--- src/rtl/pecc_pkg.sv ---
package pecc_pkg;
    localparam int PAR_W      = 16;
    localparam int BITF_W     = 4;
    localparam int WORDF_W    = 12;
    localparam int REG_W      = 16;
    localparam int ADDR_W     = 5;

    localparam logic [ADDR_W-1:0] OFS_CTRL = 5'h00;
    localparam logic [ADDR_W-1:0] OFS_MODE = 5'h04;
    localparam logic [ADDR_W-1:0] OFS_STAT = 5'h08;
    localparam logic [ADDR_W-1:0] OFS_PAR  = 5'h0C;
    localparam logic [ADDR_W-1:0] OFS_NPAR = 5'h10;

    localparam int MODE_CHK_BIT = 4;

    // bit 0 any error, bit 1 code-field error, bit 2 uncorrectable
    typedef struct packed {
        logic multi;
        logic code;
        logic any;
    } stat_t;
endpackage

--- src/rtl/pecc_word_par.sv ---
module pecc_word_par
    import pecc_pkg::*;
#(
    parameter int DW = 8
) (
    input  logic [DW-1:0]      word,
    input  logic [WORDF_W-1:0] waddr,
    output logic [PAR_W-1:0]   p_part,
    output logic [PAR_W-1:0]   n_part
);
    logic wpar;
    assign wpar = ^word;

    // row terms: whole-word parity split by each word-address bit
    for (genvar k = 0; k < WORDF_W; k++) begin : g_row
        assign p_part[BITF_W+k] = wpar & waddr[k];
        assign n_part[BITF_W+k] = wpar & ~waddr[k];
    end

    // column terms: bits within the word split by each bit-index bit
    for (genvar j = 0; j < BITF_W; j++) begin : g_col
        logic [DW-1:0] hi_m;
        for (genvar i = 0; i < DW; i++) begin : g_bit
            assign hi_m[i] = ((i >> j) & 1) != 0;
        end
        assign p_part[j] = ^(word & hi_m);
        assign n_part[j] = ^(word & ~hi_m);
    end
endmodule

--- src/rtl/pecc_syndrome.sv ---
module pecc_syndrome
    import pecc_pkg::*;
(
    input  logic [PAR_W-1:0] calc_p,
    input  logic [PAR_W-1:0] calc_n,
    input  logic [PAR_W-1:0] code_p,
    input  logic [PAR_W-1:0] code_n,
    output logic [PAR_W-1:0] syn_p,
    output logic [PAR_W-1:0] syn_n,
    output stat_t            stat
);
    logic single;
    logic compl;
    logic any;

    assign syn_p  = calc_p ^ code_p;
    assign syn_n  = calc_n ^ code_n;
    assign any    = |{syn_p, syn_n};
    assign single = $countones({syn_p, syn_n}) == 1;
    assign compl  = (syn_p == ~syn_n);

    always_comb begin
        stat.any   = any;
        stat.code  = single;
        stat.multi = any & ~single & ~compl;
    end
endmodule

--- src/rtl/pecc_regrd.sv ---
module pecc_regrd
    import pecc_pkg::*;
(
    input  logic [ADDR_W-1:0] addr,
    input  logic [1:0]        size,
    input  logic              chk_mode,
    input  stat_t             stat,
    input  logic [PAR_W-1:0]  par,
    input  logic [PAR_W-1:0]  npar,
    output logic [REG_W-1:0]  rdata
);
    always_comb begin
        unique case (addr)
            OFS_MODE: rdata = {11'b0, chk_mode, 2'b00, size};
            OFS_STAT: rdata = {13'b0, stat};
            OFS_PAR:  rdata = par;
            OFS_NPAR: rdata = npar;
            default:  rdata = '0;
        endcase
    end
endmodule

--- src/rtl/page_ecc_ctrl.sv ---
module page_ecc_ctrl
    import pecc_pkg::*;
#(
    parameter int DW         = 8,
    parameter int BASE_BYTES = 512
) (
    input  logic              clk,
    input  logic              rst_n,
    input  logic              reg_we,
    input  logic [4:0]        reg_addr,
    input  logic [15:0]       reg_wdata,
    output logic [15:0]       reg_rdata,
    input  logic              dat_vld,
    input  logic [DW-1:0]     dat_word,
    output logic              page_done
);
    localparam int BPW        = DW / 8;
    localparam int BASE_WORDS = BASE_BYTES / BPW;
    localparam int MAX_WORDS  = BASE_WORDS << 3;
    localparam int CNT_W      = $clog2(MAX_WORDS + 1);

    typedef struct packed {
        logic [PAR_W-1:0] par;
        logic [PAR_W-1:0] npar;
        logic [CNT_W-1:0] cnt;
        logic [1:0]       cidx;
        logic [23:0]      code;
        logic [1:0]       size;
        logic             chk_mode;
        logic             checked;
        stat_t            stat;
        logic             done;
    } st_t;

    st_t st_q;
    st_t st_d;

    logic [PAR_W-1:0] p_part;
    logic [PAR_W-1:0] n_part;
    logic [PAR_W-1:0] syn_p;
    logic [PAR_W-1:0] syn_n;
    stat_t            syn_stat;
    logic [CNT_W-1:0] page_words;
    logic             in_data;
    logic             clr;
    logic             mode_wr;
    logic [PAR_W-1:0] code_p;
    logic [PAR_W-1:0] code_n;
    logic             unused_wbits;

    assign unused_wbits = ^{reg_wdata[15:5], reg_wdata[3:2]};

    assign page_words = CNT_W'(BASE_WORDS) << st_q.size;
    assign in_data    = st_q.cnt < page_words;
    assign clr        = reg_we && (reg_addr == OFS_CTRL) && reg_wdata[0];
    assign mode_wr    = reg_we && (reg_addr == OFS_MODE);
    assign code_p     = st_q.code[15:0];
    assign code_n     = {dat_word[7:0], st_q.code[23:16]};

    pecc_word_par #(.DW(DW)) u_wpar (
        .word   (dat_word),
        .waddr  (WORDF_W'(st_q.cnt)),
        .p_part (p_part),
        .n_part (n_part)
    );

    pecc_syndrome u_syn (
        .calc_p (st_q.par),
        .calc_n (st_q.npar),
        .code_p (code_p),
        .code_n (code_n),
        .syn_p  (syn_p),
        .syn_n  (syn_n),
        .stat   (syn_stat)
    );

    pecc_regrd u_rd (
        .addr     (reg_addr),
        .size     (st_q.size),
        .chk_mode (st_q.chk_mode),
        .stat     (st_q.stat),
        .par      (st_q.par),
        .npar     (st_q.npar),
        .rdata    (reg_rdata)
    );

    always_comb begin
        st_d      = st_q;
        st_d.done = 1'b0;
        if (mode_wr) begin
            st_d.size     = reg_wdata[1:0];
            st_d.chk_mode = reg_wdata[MODE_CHK_BIT];
        end
        if (clr) begin
            st_d.par     = '0;
            st_d.npar    = '0;
            st_d.cnt     = '0;
            st_d.cidx    = '0;
            st_d.code    = '0;
            st_d.checked = 1'b0;
            st_d.stat    = '0;
        end else if (dat_vld) begin
            if (in_data) begin
                st_d.par  = st_q.par ^ p_part;
                st_d.npar = st_q.npar ^ n_part;
                st_d.cnt  = st_q.cnt + 1'b1;
            end else if (st_q.chk_mode && !st_q.checked) begin
                if (st_q.cidx != 2'd3) begin
                    st_d.code[8*st_q.cidx +: 8] = dat_word[7:0];
                    st_d.cidx                   = st_q.cidx + 1'b1;
                end else begin
                    st_d.par     = syn_p;
                    st_d.npar    = syn_n;
                    st_d.stat    = syn_stat;
                    st_d.checked = 1'b1;
                    st_d.done    = 1'b1;
                end
            end
        end
    end

    always_ff @(posedge clk or negedge rst_n) begin
        if (!rst_n) st_q <= '0;
        else        st_q <= st_d;
    end

    assign page_done = st_q.done;

    logic [2:0]       stat_w;
    logic [PAR_W-1:0] par_w;
    logic [PAR_W-1:0] npar_w;
    logic             checked_w;
    assign stat_w    = st_q.stat;
    assign par_w     = st_q.par;
    assign npar_w    = st_q.npar;
    assign checked_w = st_q.checked;
endmodule

--- config.mk ---
export PLATFORM = sky130hd
export DESIGN_NAME = page_ecc_ctrl
export DESIGN_NICKNAME = d
export VERILOG_FILES = /design/src/rtl/pecc_pkg.sv /design/src/rtl/pecc_word_par.sv /design/src/rtl/pecc_syndrome.sv /design/src/rtl/pecc_regrd.sv /design/src/rtl/page_ecc_ctrl.sv
export SDC_FILE = /design/constraint.sdc
export NUM_CORES = 1
export LEC_CHECK = 0
export ABC_AREA = 1
export ABC_CLOCK_PERIOD_IN_PS = 9900
export CELL_PAD_IN_SITES_DETAIL_PLACEMENT = 1
export CELL_PAD_IN_SITES_GLOBAL_PLACEMENT = 2
export CORE_UTILIZATION = 38
export CTS_CLUSTER_SIZE = 10
export DETAILED_ROUTE_END_ITERATION = 8
export GPL_ROUTABILITY_DRIVEN = 0
export PLACE_DENSITY_LB_ADDON = 0.1
export SYNTH_ARGS = -nofsm -noshare
export SYNTH_HDL_FRONTEND = slang
export SYNTH_SLANG_ARGS = --single-unit
export TNS_END_PERCENT = 20
--- constraint.sdc ---
create_clock -name clk -period 9.9 [get_ports clk]
set_input_delay 1.98 -clock clk [delete_from_list [all_inputs] [get_ports clk]]
set_output_delay 1.98 -clock clk [all_outputs]
set_load 0.01 [all_outputs]
==> results.json, run 1 <==
{
  "worstPathRequired_ns": 10.15,
  "hold_violations": 0,
  "fmax_ghz": 0.138,
  "rsz0062_at_grt": "false",
  "syn-num-nets": 1106,
  "synth_top_cell_by_area": "dfrtp_1",
  "clockBufferDepth": 2,
  "clk_pin_slew_ns": 0.06,
  "htree_levels": 3,
  "yosysSeqAreaShare_pct": 27.5,
  "crit_cells": 19,
  "worstSetupStartpointType": "input pin",
  "final_cell_mix": "nand2_1, inv_1, nand3_1, dfrtp_1, nor2_1",
  "tightest_slew_ns": 0.978,
  "drc": 0,
  "drtIter0Drc": 302,
  "reg2reg_from": "npar_w[9]",
  "grt_usage_pct": 25.9,
  "post-cts-setup-buffers": 0,
  "end_kind": "register",
  "reg2reg_slack_ns": 4.47,
  "max-slew-margin-rel_pct": 34.2,
  "worstSetupPathType": "input pin to register",
  "drt-pass1-iter-count": 4,
  "cts-root-buf": "clkbuf_16",
  "preCtsSetupSlack_ns": 2.16,
  "layout_setup_ws_ns": 2.67,
  "rows": 49,
  "die_x_um": 140,
  "timing.rr.end": "st_q[3]",
  "slowest_delay_ns": 0.58,
  "critical-path-slowest-cell": "clkdlybuf4s50_1",
  "design.core.area_mm2": 0.0183,
  "drtAntennaViolNets": 0,
  "io_pins": 50,
  "synth_area_mm2": 0.00720,
  "endpoint": "st_q[3]",
  "arrival_ns": 7.48,
  "crit_path_start": "dat_word[1]",
  "vias_per_cell": 5.10,
  "antenna_found_initial": 0,
  "synthCells": 997,
  "maxCapViolations": 0,
  "critPathBufInv": 6,
  "grt_max_degree": 52,
  "skew_ns": 0.00661,
  "wl_per_cell_um": 18.7,
  "cts_tree": "built",
  "vias": 6378,
  "critical-path-top-delay-family": "adder cells",
  "syn2layout_area_growth_pct": 11.0,
  "synth_top_area_share_pct": 27.5,
  "clock_sink_count": 79,
  "cts_buffers": 9,
  "cp_max_fo": 5,
  "finalCritPeriodShare_pct": 73.1,
  "fin_tns_setup_ns": 0,
  "ff2ff_path_depth": 18,
  "synthTopCellsByArea": "dfrtp_1, nand2_1, ha_1, fa_1, inv_1",
  "timing.hold.ws_ns": 0.498,
  "grt_pass1_wl_um": 37900,
  "fin_crit_ns": 7.23,
  "grt_pass1_vias": 6680,
  "portBuffers": 36,
  "die_y_um": 140,
  "dp_hpwl_um": 18600,
  "final_common_cell": "nand2_1",
  "utilization_pct": 43.7,
  "initial_utilization_pct": 39.4,
  "worst_skew_pair.late_latency_ns": 0.36,
  "path_cells": "clkdlybuf4s50_1, xnor2_1, inv_1, ha_1, fa_1, inv_1, fa_1, fa_1, fa_1, fa_1, inv_1, ha_1, inv_1, fa_1, inv_1, nor4_1, o2111ai_1, nand3_1, nand2_1",
  "syn_avg_cell_area_um2": 7.22,
  "status": "complete, no violations",
  "cts_resized": 0,
  "yosys_warnings": 0,
  "drive_gt1_share_pct": 7.05,
  "fp.dieArea_mm2": 0.0195,
  "crit_top_cell": "fa_1",
  "hold_path.class": "register to register",
  "ys_ff_latch": 79,
  "ys_types": 39,
  "fin_nets": 1126,
  "setup-violations-final": 0,
  "wirelength_um": 23400,
  "cts_hold_buf": 0,
  "drv_slew": 0,
  "grt-ovfl-total": 0,
  "antenna_cells": 0
}
-- routing by layer --
| layer | wire, um | up-vias | global-route usage [%] |
|---|---|---|---|
| met1 | 11000 | 3104 | 35.7 |
| met2 | 11100 | 107 | 42.9 |
| li1 | - | 3146 | - |
| met3 | 891 | 21 | 2.79 |
| met4 | 424 | 0 | 7.29 |
| met5 | 0 | - | 0 |
-- logic make-up after synthesis --
kind of cell	synth area share, %
mux	0.156
compound gates	6.07
buf+inv	9.81
simple gates	31.3
flops	27.5
xor+xnor	9.25
fa+ha+maj	15.9
-- worst min-delay path by stage --
stage,startpoint,endpoint,slack (ns),cells past startpoint
final,st_q[3],st_q[3],0.50,2
after global routing,code_p[6],code_p[6],0.54,2
after CTS,st_q[3],st_q[3],0.51,2
after detailed placement,st_q[3],st_q[3],0.49,2
after global placement,st_q[3],st_q[3],0.48,2
after floorplan,st_q[3],st_q[3],0.45,2
-- cell usage after synthesis --
| master | number |
|---|---|
| o21ai_1 | 24 |
| o31ai_1 | 4 |
| buf_6 | 1 |
| a211o_1 | 1 |
| nand4_1 | 13 |
| nor2_4 | 4 |
| or2_2 | 27 |
| xnor2_1 | 34 |
| o221ai_1 | 1 |
| xor2_1 | 42 |
| inv_1 | 138 |
| o31ai_2 | 1 |
| nor3_1 | 5 |
| clkbuf_1 | 8 |
| dfrtp_1 | 79 |
| inv_2 | 7 |
| buf_1 | 3 |
| a221oi_1 | 1 |
| nor2_1 | 54 |
| buf_2 | 10 |
| a21oi_1 | 9 |
| o21ai_2 | 1 |
| inv_4 | 1 |
| nand3_2 | 1 |
| o22ai_1 | 15 |
| mux2_2 | 1 |
| o2111ai_1 | 2 |
| ha_1 | 50 |
| nor4_1 | 4 |
| nand3_1 | 79 |
| nor2_2 | 3 |
| buf_4 | 7 |
| nand2_4 | 1 |
| fa_1 | 26 |
| nand2_1 | 316 |
| nand2_2 | 5 |
| a21o_1 | 1 |
| nand3_4 | 3 |
| o21ai_0 | 15 |
-- area by class of cell --
type                       instances  area (um2)
clock buffer                      13         260
clock inverter                     3        25.0
fill                            2313       10300
inverter                         146         551
multi-input combinational        743        4510
sequential                        79        1980
tap                              229         287
timing repair buffer              38         373
-- flip-flops by register name (all words and copies together), names as in the netlist --
register	cells
st_q	21
code_p	16
npar_w	16
par_w	16
code_n	8
checked_w	1
page_done	1
-- stage by stage --
stage	instance area, um2	cells
final	7990	1251
after global routing	7990	1251
after CTS	7990	1251
after detailed placement	7700	1235
after global placement	7700	1235
after floorplan	7200	997
-- worst min-delay path: stages, from the launching register on --
cell and delay (ns):
dfrtp_1 0.35, nand2_1 0.06, nand2_1 0.06
Power of run 1 is not shown: default switching activity piles up to over one toggle a cycle in this logic, so the estimate is an artifact.
==> run 2, diff against run 1 <==
- ABC_CLOCK_PERIOD_IN_PS: 9900 -> 6300
- CORE_UTILIZATION: 38 -> 32
- clock period: 9.9 -> 6.3 ns (I/O delays scaled with it)
==> run 2 against run 1 <==
The flow now finishes with violations (DRC). Clock skew rose by 0.0043 ns. Worst setup slack got worse by 2.4 ns. Via count rose by 1.1%. Worst hold slack got worse by 0.013 ns. Count of clock-buffer cells in the layout did not move. Critical path depth rose by 1. Core utilization fell by 6.1 points. Flip-flop and latch count did not move. Final cell count rose by 5.8%.
==> results.json, run 2 (synthesized netlist as in run 1, its figures left out) <==
{
  "clk_pin_slew_ns": 0.07,
  "fin_nets": 1148,
  "drv_slew": 0,
  "design.core.area_mm2": 0.0220,
  "regMostFlops": "st_q",
  "initial_utilization_pct": 32.8,
  "clock_sink_count": 79,
  "hold_violations": 0,
  "grt_pass1_wl_um": 39600,
  "cts-root-buf": "clkbuf_16",
  "grt_max_degree": 46,
  "maxCapViolations": 0,
  "worstPathRequired_ns": 6.56,
  "drc": 2,
  "timing.hold.ws_ns": 0.485,
  "portBuffers": 36,
  "die_y_um": 152,
  "htree_levels": 3,
  "fillCellCount": 2767,
  "multi_input_area_mm2": 0.00454,
  "slowest_delay_ns": 0.56,
  "antenna_found_initial": 0,
  "drtIter0Drc": 269,
  "vias_per_cell": 4.87,
  "setup-violations-final": 0,
  "die_x_um": 152,
  "rows": 54,
  "crit_top_cell": "fa_1",
  "ff2ff_path_depth": 20,
  "fmax_ghz": 0.166,
  "critical-path-top-delay-family": "adder cells",
  "path_cells": "clkdlybuf4s50_1, xor2_1, buf_4, ha_1, inv_1, fa_1, fa_1, fa_1, fa_1, fa_1, inv_1, ha_1, inv_1, fa_1, inv_1, nor4_2, o2111ai_1, buf_4, nand3_1, nand2_1",
  "arrival_ns": 6.28,
  "vias": 6447,
  "worstSetupPathType": "input pin to register",
  "skew_ns": 0.0109,
  "critPathBufInv": 7,
  "hold_path.class": "register to register",
  "wirelength_um": 25200,
  "worst_skew_pair.late_latency_ns": 0.36,
  "grt_pass1_vias": 6744,
  "crit_cells": 20,
  "max-slew-margin-rel_pct": 39.0,
  "rsz0062_at_grt": "false",
  "cp_max_fo": 2,
  "drive_gt1_share_pct": 9.48,
  "end_kind": "register",
  "cts_tree": "built",
  "register_area_mm2": 0.00198,
  "drtAntennaViolNets": 0,
  "status": "complete, but fails checks",
  "hold_depth": 2,
  "largest_reg_flops": 21,
  "violations": "DRC",
  "io_pins": 50,
  "utilization_pct": 37.6,
  "grt_usage_pct": 22.9,
  "cts_buffers": 9,
  "critical-path-slowest-cell": "fa_1",
  "fp.dieArea_mm2": 0.0231,
  "fin_crit_ns": 6.02,
  "dp_hpwl_um": 19900,
  "antenna_cells": 0,
  "finalCritPeriodShare_pct": 95.5,
  "drt-pass1-iter-count": 6,
  "final_common_cell": "nand2_1",
  "grt-ovfl-total": 0,
  "worstSetupStartpointType": "input pin",
  "clockBufferDepth": 2,
  "wl_per_cell_um": 19.0,
  "final_cell_mix": "nand2_1, inv_1, nand3_1, dfrtp_1, nor2_1",
  "syn2layout_area_growth_pct": 14.7,
  "tightest_slew_ns": 0.914
}
## run 2: changes by cell type in the layout (fill, tap and decap cells not counted), moves of 2 or more
cell	previous run	this run
dlymetal6s2s_1	0	4
clkdlybuf4s50_1	35	31
xor2_1	42	40
buf_4	3	25
xor2_2	0	2
## run 2: worst reg2reg max path, cell delays in order (launching register included)
cell,delay [ns]
dfrtp_1,0.46
xor2_1,0.29
ha_1,0.22
inv_1,0.07
fa_1,0.53
inv_1,0.05
fa_1,0.53
inv_1,0.05
fa_1,0.48
fa_1,0.52
fa_1,0.48
inv_1,0.07
ha_1,0.16
inv_1,0.05
fa_1,0.48
inv_1,0.05
nor4_2,0.23
o2111ai_1,0.15
buf_4,0.18
nand3_1,0.08
nand2_1,0.05
## run 2: worst paths after layout
path	start	to	slack (ns)
max reg2reg	par_w[13]	st_q[3]	1.01
min	st_q[3]	st_q[3]	0.49
min in group asynchronous	rst_n	code_n[7]	0.90
min reg2reg	st_q[3]	st_q[3]	0.49
max	dat_word[3]	st_q[3]	0.28
max in group asynchronous	rst_n	code_p[11]	4.38
## run 2: repair_timing
item	in CTS	in global routing
endpoints found under the hold margin	0	0
hold buffers	0	0
setup buffers	0	0
setup endpoints to repair	0	2
resized for setup	0	10
## run 2: layer usage
layer  vias up  wire [um]  global-route usage [%]
met2        72      11800                    38.4
met1      3168      12500                    31.7
met4         0        376                    6.17
li1       3187          -                       -
met5         -          0                       0
met3        20        521                    2.05
## run 2: layout make-up
cell class / count / area share, %
Clock buffer: 13 / 3.15
Clock inverter: 3 / 0.318
Sequential cell: 79 / 23.9
Timing Repair Buffer: 60 / 6.64
Inverter: 146 / 6.67
Multi-Input combinational cell: 743 / 55.0
Tap cell: 280 / 4.24
## run 2: through the flow
step           TNS (ns)  std cells  setup slack, ns  instance area (um2)
6_report              0       1324            0.281                 8260
5_1_grt               0       1324           0.0526                 8260
4_1_cts               0       1324           0.0541                 8220
3_5_place_dp     -0.612       1308           -0.308                 7930
3_3_place_gp     -0.464       1308           -0.252                 7930
2_1_floorplan         0        997            0.640                 7200
Power of run 2 is left out for the same reason.
